[src/rtl/maxpool2x2_stream.sv]
module maxpool2x2_stream #(
  parameter int DW = 18,
  parameter int N  = 28
) (
  input  logic                 clk,
  input  logic                 rst_n,
  input  logic                 start,
  input  logic                 pix_valid,
  input  logic signed [DW-1:0] pix_data,
  output logic                 pool_valid,
  output logic signed [DW-1:0] pool_data
);

  localparam int HALF = N / 2;
  localparam int CW   = (N > 2) ? $clog2(N) : 1;
  localparam int AW   = (HALF > 1) ? $clog2(HALF) : 1;

  logic [CW-1:0] col, row;
  logic signed [DW-1:0] left;
  logic signed [DW-1:0] line_mem [HALF];
  logic signed [DW-1:0] pair_max, stored, tile_max;
  logic [AW-1:0] slot;

  wire take     = pix_valid && !start;
  wire col_odd  = col[0];
  wire row_odd  = row[0];
  wire last_col = (col == CW'(N - 1));
  wire last_row = (row == CW'(N - 1));

  assign slot     = AW'(col >> 1);
  assign pair_max = (pix_data > left) ? pix_data : left;
  assign stored   = line_mem[slot];
  assign tile_max = (pair_max > stored) ? pair_max : stored;

  always_ff @(posedge clk) begin
    if (!rst_n || start) begin
      col <= '0;
      row <= '0;
    end else if (pix_valid) begin
      if (last_col) begin
        col <= '0;
        row <= last_row ? '0 : row + 1'b1;
      end else begin
        col <= col + 1'b1;
      end
    end
  end

  always_ff @(posedge clk) begin
    if (!rst_n) left <= '0;
    else if (take && !col_odd) left <= pix_data;
  end

  always_ff @(posedge clk) begin
    if (take && col_odd && !row_odd) line_mem[slot] <= pair_max;
  end

  always_ff @(posedge clk) begin
    if (!rst_n) begin
      pool_valid <= 1'b0;
      pool_data  <= '0;
    end else begin
      pool_valid <= take && col_odd && row_odd;
      if (take && col_odd && row_odd) pool_data <= tile_max;
    end
  end

  a_r5_single_strobe: assert property (@(posedge clk) disable iff (!rst_n)
    pool_valid |=> !pool_valid);

  a_r9_hold_between: assert property (@(posedge clk) disable iff (!rst_n)
    !pool_valid |-> $stable(pool_data));

  a_r2_needs_sample: assert property (@(posedge clk) disable iff (!rst_n)
    pool_valid |-> $past(pix_valid && !start));

  a_r7_start_drops: assert property (@(posedge clk) disable iff (!rst_n)
    start |=> !pool_valid);

  a_r3_covers_last: assert property (@(posedge clk) disable iff (!rst_n)
    pool_valid |-> pool_data >= $past(pix_data));

endmodule

[config.mk]
export PLATFORM = sky130hd
export DESIGN_NAME = maxpool2x2_stream
export DESIGN_NICKNAME = d
export VERILOG_FILES = /design/src/rtl/maxpool2x2_stream.sv
export SDC_FILE = /design/constraint.sdc
export NUM_CORES = 1
export LEC_CHECK = 0
export ABC_CLOCK_PERIOD_IN_PS = 11100
export CAP_MARGIN = 20
export CORE_MARGIN = 2
export CORE_UTILIZATION = 25
export CTS_CLUSTER_SIZE = 30
export DETAILED_ROUTE_END_ITERATION = 8
export GPL_TIMING_DRIVEN = 0
export PLACE_DENSITY_LB_ADDON = 0.2
export SYNTH_ARGS = -nofsm -noshare
export SYNTH_HDL_FRONTEND = slang
export SYNTH_SLANG_ARGS = --single-unit
export TNS_END_PERCENT = 5
[constraint.sdc]
create_clock -name clk -period 11.1 [get_ports clk]
set_input_delay 1.665 -clock clk [delete_from_list [all_inputs] [get_ports clk]]
set_output_delay 1.665 -clock clk [all_outputs]
set_load 0.005 [all_outputs]
==> results.txt, run 1 <==
The via-per-instance ratio came out at around 4.5. The fraction of post-synthesis cell area in the top cell type by area is around 59%. The number of endpoints failing setup at the final stage is 0.

The final cell utilization of the core is between 30 and 40%. The net count of the finished layout is 975. The initial detailed-routing violation count is just under 500. The number of warning messages in the yosys log came out at 0. The highest net fanout along the worst path came out at 16. For this design the top-level I/O count stands at ~40. Among cell families on the critical path, the largest total delay comes from compound AO/OA/AOI/OAI gates. The required time reported for the critical path endpoint came out at approximately 11 ns. Ranked by total cell area, the synthesized netlist is headed by edfxtp_1, mux4_2, dfxtp_1. The via count of the first global-routing pass is slightly below 8k. For the final database, setup skew stands at 0.0207 ns. The worst-case hold slack came out at approximately 0.46 ns.

edfxtp_1 takes more of the synthesized area than any other cell. The die footprint is 53,200 um^2. For this run, asynchronously set or reset flops after synthesis account for 0%. The clock-pin slew on the worst setup and hold paths is 0.06 ns. No sink is reached through more buffers than the 3 on the longest clock path. The clock network latency to the later pin of the worst-skew pair is around 0.52 ns.

The number of instances on the worst hold path is 2. The critical path contains buffers and inverters numbering 2 combined. The path with the worst hold slack has its endpoint at left[17]. The routability-driven placement congestion ratio is 0.753. The largest vdd supply drop came out at 0.0842 mV. STA classifies the critical path startpoint as a primary input. The number of cells on the worst reg-to-reg path is 15.

The shortest clock period the worst path allows after layout came out at 6.34 ns. The final routed wirelength across all metal layers is 30,900 um. The maximum number of pins on one net before global-route repair came out at 17. Gates resized during post-CTS repair numbered 0. The total cell area at the placement stage is 14,400 um^2.

Clock tree synthesis found a total of approximately 300 sinks. The hold-fix buffer count after cts came out at 0. Buffers inserted during clock tree synthesis total 34. The post-route cell area came out at 15,500 um^2. A synthesized cell averages 15.8 um^2. For the worst setup path, the data arrival time is 6.73 ns. The ratio of total power to cell area came out at 160 nW/um^2. The average routed wire per standard cell came out at approximately 19 um. The number of enable-type register cells in the synthesized netlist came out at 252.

The sum of net half-perimeters after detailed placement came out at 22,200 um. The number of antenna violations at the first check in global routing is 0. The count of pins over their slew limit came to 0. The routed layout has 7,200 vias. The floorplan die width is 231 um.

In this design, the critical path's most frequently occurring cell is ha_1. The most used flip-flop cell after synthesis is edfxtp_1. The worst hold path begins at left[17]. The kind of capture point of the worst setup path is a flip-flop. The post-synth net total is 875.

The cell area after synthesis came out at 12,800 um^2. The signal on the critical path passes through clkdlybuf4s50_1, ha_1, nand4_1, nor3_2, a21oi_2, a22oi_4, buf_8, mux2_2, ha_1, a21o_1, a2111oi_0, o21ai_0, o31ai_4, nor2_2, a221o_1. The commonest non-fill, non-tap cell in the layout is edfxtp_1. The count of buffers added on input and output ports is 39. The setup slack on the worst flop-to-flop path came out at between 6 and 7 ns. The number of post-CTS setup repair buffers came out at 0. The maximum cell stage delay along the critical path came out at 0.51 ns. The number of DRC violations after detailed routing came out at 0.

The destination of the worst register-to-register timing path is pool_data[16]. In this run the critical register-to-register path is launched from left[7]. The top cell types in the final layout, fill and taps aside, are edfxtp_1, mux4_2, a21oi_1, dfxtp_1, nor2_1. The leftover overflow at the end of global routing came out at 0. The global-route wire length before repair is 47,500 um. The number of core rows came out at 83. Setup total negative slack on the finished layout was measured at 0 ns. The clock tree from TritonCTS is built. The area growth from synthesis to layout is 20.6%. The highest attainable clock frequency is ~160 MHz.

The floorplan step set the die height to 231 um. The number of instances in the synthesized netlist is 815. The number of fill cells in the layout is 5,067. The remaining antenna violation count after routing came out at 0.

The post-route fraction of the period consumed by the critical path is 57.1%. The area inside the core boundary came out at approximately 51,000 um^2. The number of synthesized register bits came out at a little over 300. The count of H-tree levels built during CTS is 2. The post-route netlist has around a fifth of its cells at a drive strength greater than 1. The analysis attributes to cell leakage a power of 4.95 nW. The run finished with clean final reports. Setup repair after global routing left no endpoint under its margin. Global routing used 11.8% of the available tracks across all layers. The count of TritonRoute iterations in the first routing pass came out at 5. The number of max-cap violations is 0. In this run the worst hold path is classified as flip-flop to flip-flop. Clock tree synthesis selected as its root buffer the cell clkbuf_16. Summing internal, switching and leakage power gives ~2.5 mW. The slowest stage of the critical path is the o31ai_4 cell. The share of synthesized area occupied by flip-flops and latches came out at 66.8%. The worst setup path is of the primary input to flip-flop kind. The initial core utilization came out at 25.1%. The worst-margin pin slew is slightly below 0.9 ns. The final-report hold violation count came out at 0. The count of different cell masters after synthesis is 54. Headroom to the max-slew limit came out at 40.5%. The number of diodes added for antenna fixing is 0.
## Yosys cell counts (2+ instances only)
cell	instances
xnor2_1	2
mux2_2	10
a221o_2	7
a2111oi_0	2
nor4_1	2
nand4_1	9
nand3_1	6
nor2_1	57
o31a_1	2
a211oi_1	4
nor3b_1	3
ha_1	38
buf_2	10
o21ai_0	10
a21boi_0	19
clkbuf_1	27
mux4_2	55
a21o_1	3
dfxtp_1	51
a21oi_1	51
inv_1	31
a22o_1	7
xor2_1	3
mux2_4	2
nand2b_1	8
mux2i_1	37
o211ai_1	7
a21oi_2	2
buf_1	3
a221o_1	10
edfxtp_1	252
nand2_1	46
nor3_1	18
## routing by layer
metal  track usage (%)  wire (um)  vias to the layer above
li1                  -          -                     3387
met1              16.6      14900                     3692
met2              19.0      14500                       82
met3              1.87        854                       39
met4              3.25        656                        0
met5                 0          0                        -
## worst register-to-register path: cells and delay by family, from the launching register on
kind | cells | cell delay (ns)
AO/OA/AOI/OAI | 7 | 2.42
multiplexers | 1 | 0.49
buffers and inverters | 2 | 0.26
AND/OR/NAND/NOR | 3 | 0.90
flip-flops | 1 | 0.36
adder cells (fa/ha/maj) | 2 | 0.54
## power breakdown
group	internal, mW	switching (mW)
combinational	0.0512	0.0946
clock	0.639	0.445
sequential	1.25	0.00250
## metrics by stage
stage | setup WS, ns | std cells
5_1_grt | 4.35 | 1615
4_1_cts | 4.73 | 1615
6_report | 4.76 | 1615
3_5_place_dp | 4.21 | 1559
3_3_place_gp | 3.24 | 1534
2_1_floorplan | 5.38 | 815
## how the worst max path moves through the flow
stage | cells after the start | to | from | slack [ns]
floorplan | 15 | pool_data[5] | pix_data[17] | 5.38
global route | 15 | pool_data[16] | pix_data[8] | 4.35
finish | 15 | pool_data[16] | pix_data[8] | 4.76
CTS | 15 | pool_data[14] | pix_data[8] | 4.73
global placement | 16 | pool_data[8] | pix_data[8] | 3.24
detailed placement | 15 | pool_data[7] | pix_data[8] | 4.21
## layout make-up
class                   count  area (um^2)  area share (%)
flip-flops and latches    303         8590            55.4
multi-input cells         438         3990            25.8
clock buffers              42          932            6.02
well taps                 680          851            5.49
repair buffers             64          697            4.50
plain buffers              43          196            1.27
clock inverters            14          118           0.759
inverters                  31          116           0.751
## kinds of logic (layout without fill, tap and decap cells)
kind of cell	count (synthesis)	count (layout)	synth area share [%]
flops	303	303	66.8
xor+xnor	5	5	0.341
buf+inv	74	194	2.43
fa+ha+maj	38	38	3.70
simple gates	156	156	5.53
compound gates	135	135	7.51
mux	104	104	13.6
## flip-flops by register name, indices dropped and copies added (netlist names), named ones only
name and flops:
pool_data 18, line_mem 252, col 5, left 18
pool_valid 1, row 5
(Power assumes the default switching activity.)
==> run 2: changes to the inputs <==
--- a/config.mk
+++ b/config.mk
@@ -5,7 +5,7 @@
 export SDC_FILE = /design/constraint.sdc
 export NUM_CORES = 1
 export LEC_CHECK = 0
-export ABC_CLOCK_PERIOD_IN_PS = 11100
+export ABC_CLOCK_PERIOD_IN_PS = 6500
 export CAP_MARGIN = 20
 export CORE_MARGIN = 2
 export CORE_UTILIZATION = 25
==> constraint.sdc (replaced) <==
create_clock -name clk -period 6.5 [get_ports clk]
set_input_delay 0.975 -clock clk [delete_from_list [all_inputs] [get_ports clk]]
set_output_delay 0.975 -clock clk [all_outputs]
set_load 0.005 [all_outputs]
==> results of run 2 <==
Same layout as run 1 (identical final DEF). Status: complete, no violations.
Main changes from that run: setup slack after placement 4.21 ns -> 0.301 ns; setup slack after layout 4.76 ns -> 0.848 ns; register-to-register setup slack 6.01 ns -> 1.41 ns; total power 2.48 mW -> 4.24 mW; worst IR drop on VDD 0.0842 mV -> 0.144 mV
==> run 3: changes to the inputs <==
--- a/config.mk
+++ b/config.mk
@@ -8,7 +8,7 @@
 export ABC_CLOCK_PERIOD_IN_PS = 6500
 export CAP_MARGIN = 20
 export CORE_MARGIN = 2
-export CORE_UTILIZATION = 25
+export CORE_UTILIZATION = 55
 export CTS_CLUSTER_SIZE = 30
 export DETAILED_ROUTE_END_ITERATION = 8
 export GPL_TIMING_DRIVEN = 0
==> run 3 against run 2 <==
Compared with the run above: register-to-register slack got worse by 0.45 ns; first-iteration DRC count increased by 41%; count of clock-buffer cells in the layout decreased by 3; sequential power about the same; cell count decreased by 23%; largest power group unchanged.
==> results.txt, run 3 (synthesized netlist as in run 1, its figures left out) <==
Outcome: complete, no violations (unchanged). The start of the worst register-to-register path is left[7] (unchanged). The maximum count of clock buffers along a single path is 3 (unchanged). The critical path's most frequent cell is ha_1 (unchanged). The sum of met2 wire segment lengths after detailed routing is 13,800 um (was 14,500 um). The critical path buffer and inverter count is 3 (was 2). The floorplan die width was 157 um (was 231 um). The routed length on met1 is 11,800 um (was 14,900 um). The relative slew slack is 28.2% (was 40.5%).

The number of cells on the worst reg-to-reg path is 17 (was 15). The clock share of power is 41.0% (was 43.6%). The number of core rows is 55 (was 83).

The maximum number of pins on one net before global-route repair is 17 (unchanged). The count of buffers inserted at the top-level ports came out at 39 (unchanged). Largest registers ranked by flip-flop count: line_mem (252), left (18), pool_data (18) (unchanged).

The shortest clock period the worst path allows after layout came to 6.05 ns (was 5.65 ns). The routability-driven placement congestion ratio is 0.834 (was 0.753). The highest net fanout along the worst path is 15 (was 16). The post-route cell area was 14,900 um^2 (was 15,500 um^2). The path length in cells of the critical path was 16 (was 15). The largest vdd supply drop was 0.352 mV (was 0.144 mV). The net total in the final layout came to 967 (was 975).

The number of DRC violations after detailed routing is 0 (unchanged). RSZ-0062 raised after global routing: no (unchanged). The number of antenna violations at the first check in global routing was 0 (unchanged).

The top register by number of flip-flops was line_mem (unchanged). The area inside the core boundary is 22,800 um^2 (was 51,100 um^2). The initial core utilization was 56.4% (was 25.1%).

The maximum cell stage delay along the critical path is 0.77 ns (was 0.51 ns). The number of post-CTS setup repair buffers is 0 (unchanged). The clock root buffer is clkbuf_16 (unchanged). The total of cells resized after clock tree synthesis is 0 (unchanged). The static leakage came out at 4.89 nW (was 4.95 nW). The area growth from synthesis to layout is 16.3% (was 20.6%). The number of endpoints failing setup at the final stage is 0 (unchanged).

The type of the tightest min-delay check is flip-flop to flip-flop (unchanged). The initial detailed-routing violation count is 700 (was 496). The count of H-tree levels built during CTS came out at 1 (was 2). The worst-margin pin slew was 1.07 ns (was 0.891 ns). The end point of the critical path is pool_data[10] (was pool_data[16]). The destination of the worst register-to-register timing path was pool_data[10] (was pool_data[16]). The chip height is 157 um (was 231 um).

The commonest non-fill, non-tap cell in the layout is edfxtp_1 (unchanged). The global-route wire length before repair came out at 43,200 um (was 47,500 um). The sequential cell fraction of total power came to 53.0% (was 50.5%).

The count of pins over their slew limit came out at 0 (unchanged). The highest metal layer used by the detailed router is met4 (unchanged). The clock tree from TritonCTS is built (unchanged).

The total cell area at the placement stage is 14,000 um^2 (was 14,400 um^2). The path type of the worst setup path is primary input to flip-flop (unchanged). The share of post-route cells with drive strength above 1 is 18.4% (was 19.4%).

Worst path cell trace: clkdlybuf4s50_1, ha_1, nand4_1, nor3_2, a21oi_2, a22oi_4, buf_8, buf_4, o21ai_1, ha_1, a21o_1, a2111oi_0, o21ai_0, o31ai_4, nor2_2, a221o_1 (was clkdlybuf4s50_1, ha_1, nand4_1, nor3_2, a21oi_2, a22oi_4, buf_8, mux2_2, ha_1, a21o_1, a2111oi_0, o21ai_0, o31ai_4, nor2_2, a221o_1). The net switching power is 0.869 mW (was 0.926 mW). The leftover overflow at the end of global routing is 0 (unchanged). The required time reported for the critical path endpoint came out at 6.94 ns (was 6.89 ns). The final cell utilization of the core came out at 65.6% (was 30.3%). The worst-path cell with the longest stage delay is o21ai_1 (was o31ai_4). The largest delay contributor family on the critical path is compound AO/OA/AOI/OAI gates (unchanged).

The number of flip-flops in the largest register came out at 252 (unchanged). The overall global routing resource usage is 23.3% (was 11.8%). The part of the total power dissipated in combinational logic came out at 6.0% (was 5.9%).

The count of TritonRoute iterations in the first routing pass came out at 5 (unchanged). The startpoint type of the worst setup path was a primary input (unchanged). Commonest cells after routing, fill and taps aside: edfxtp_1, mux4_2, a21oi_1, dfxtp_1, nor2_1 (unchanged). The final routed wirelength across all metal layers is 27,800 um (was 30,900 um). The post-route fraction of the period consumed by the critical path came out at 93.1% (was 86.9%).

The number of max-cap violations was 0 (unchanged). The clock tree skew after final layout is 0.0195 ns (was 0.0207 ns). The average routed wire per standard cell is 22.3 um (was 19.1 um). The kind of capture point of the worst setup path is a flip-flop (unchanged).

The remaining antenna violation count after routing is 0 (unchanged). The number of instances on the worst hold path is 2 (unchanged). The final-report hold violation count is 0 (unchanged).

The highest attainable clock frequency is 165 MHz (was 177 MHz). The hold-fix buffer count after cts came out at 0 (unchanged). The ratio of total power to cell area came out at 271 nW/um^2 (was 274 nW/um^2). The clock network latency to the later pin of the worst-skew pair is 0.56 ns (was 0.52 ns). The via count of the first global-routing pass is 7,728 (was 7,689). The clock buffer count from CTS came out at 30 (was 34).

The cell internal power dissipation came out at 3.17 mW (was 3.32 mW). The sum of net half-perimeters after detailed placement is 19,800 um (was 22,200 um). The amount of wire on met3 after detailed routing came out at 1640 um (was 854 um). The die footprint was 24,600 um^2 (was 53,200 um^2). The via count of the routed design is 7,470 (was 7,200). The data arrival time of the critical path came to 6.50 ns (was 6.04 ns). The number of sinks driven by the clock tree is 303 (unchanged). The via-per-instance ratio came out at 6.00 (was 4.46). The worst setup path startpoint is pix_data[8] (unchanged). The clock-pin slew on the worst setup and hold paths came to 0.06 ns (about the same). The number of diodes added for antenna fixing came out at 0 (unchanged). The switching share of total power was 21.5% (was 21.8%).

The aggregate negative setup slack is 0 ns (unchanged). The setup slack on the worst flop-to-flop path is 0.96 ns (was 1.41 ns). The top-level port count was 41 (unchanged).
## run 3: cell count changes in the layout (fill, tap and decap cells not counted), sizes merged
cell      delta
clkbuf       -3
clkinv       +2
buf          -4
clkinvlp     +1
## run 3: power groups by stage
| stage | clock [mW] | sequential, mW | combinational [mW] |
|---|---|---|---|
| floorplan | 0 | 2.18 | 0.154 |
| global placement | 0 | 2.18 | 0.220 |
| detailed placement | 0 | 2.18 | 0.238 |
| CTS | 1.68 | 2.14 | 0.239 |
| global route | 1.76 | 2.14 | 0.265 |
| finish | 1.66 | 2.14 | 0.241 |
## run 3: stage by stage
step / worst slack (ns) / power [mW] / hold slack (ns) / std cells
global placement: -0.162 / 2.40 / 0.450 / 1167
detailed placement: 0.0283 / 2.42 / 0.466 / 1188
CTS: 0.594 / 4.06 / 0.474 / 1244
finish: 0.448 / 4.04 / 0.473 / 1244
floorplan: 1.47 / 2.34 / 0.443 / 815
global route: 0.119 / 4.16 / 0.496 / 1244
## run 3: worst min path at each step
stage / slack, ns / endpoint / start
after floorplan: 0.44 / left[15] / left[15]
after CTS: 0.47 / left[4] / left[4]
after global routing: 0.50 / pool_data[1] / pool_data[1]
after global placement: 0.45 / left[13] / left[13]
after detailed placement: 0.47 / left[13] / left[13]
final: 0.47 / left[4] / left[4]
## run 3: routing by layer
metal,vias to the layer above,GRT usage (%)
met3,45,2.99
li1,3368,-
met5,-,0
met4,0,5.37
met1,3792,32.9
met2,265,39.2
## run 3: cell type report
type                       count  area, um^2
inverter                      31         116
fill                        1558        7840
sequential                   303        8590
tap                          313         392
timing repair buffer          60         711
clock buffer                  39         805
multi-input combinational    438        3990
buffer                        43         196
clock inverter                17         148
## run 3: worst min-delay path, cell delays in order, from the launching register on
cell	delay [ns]
dfxtp_1	0.31
nand2_1	0.05
a21boi_0	0.06
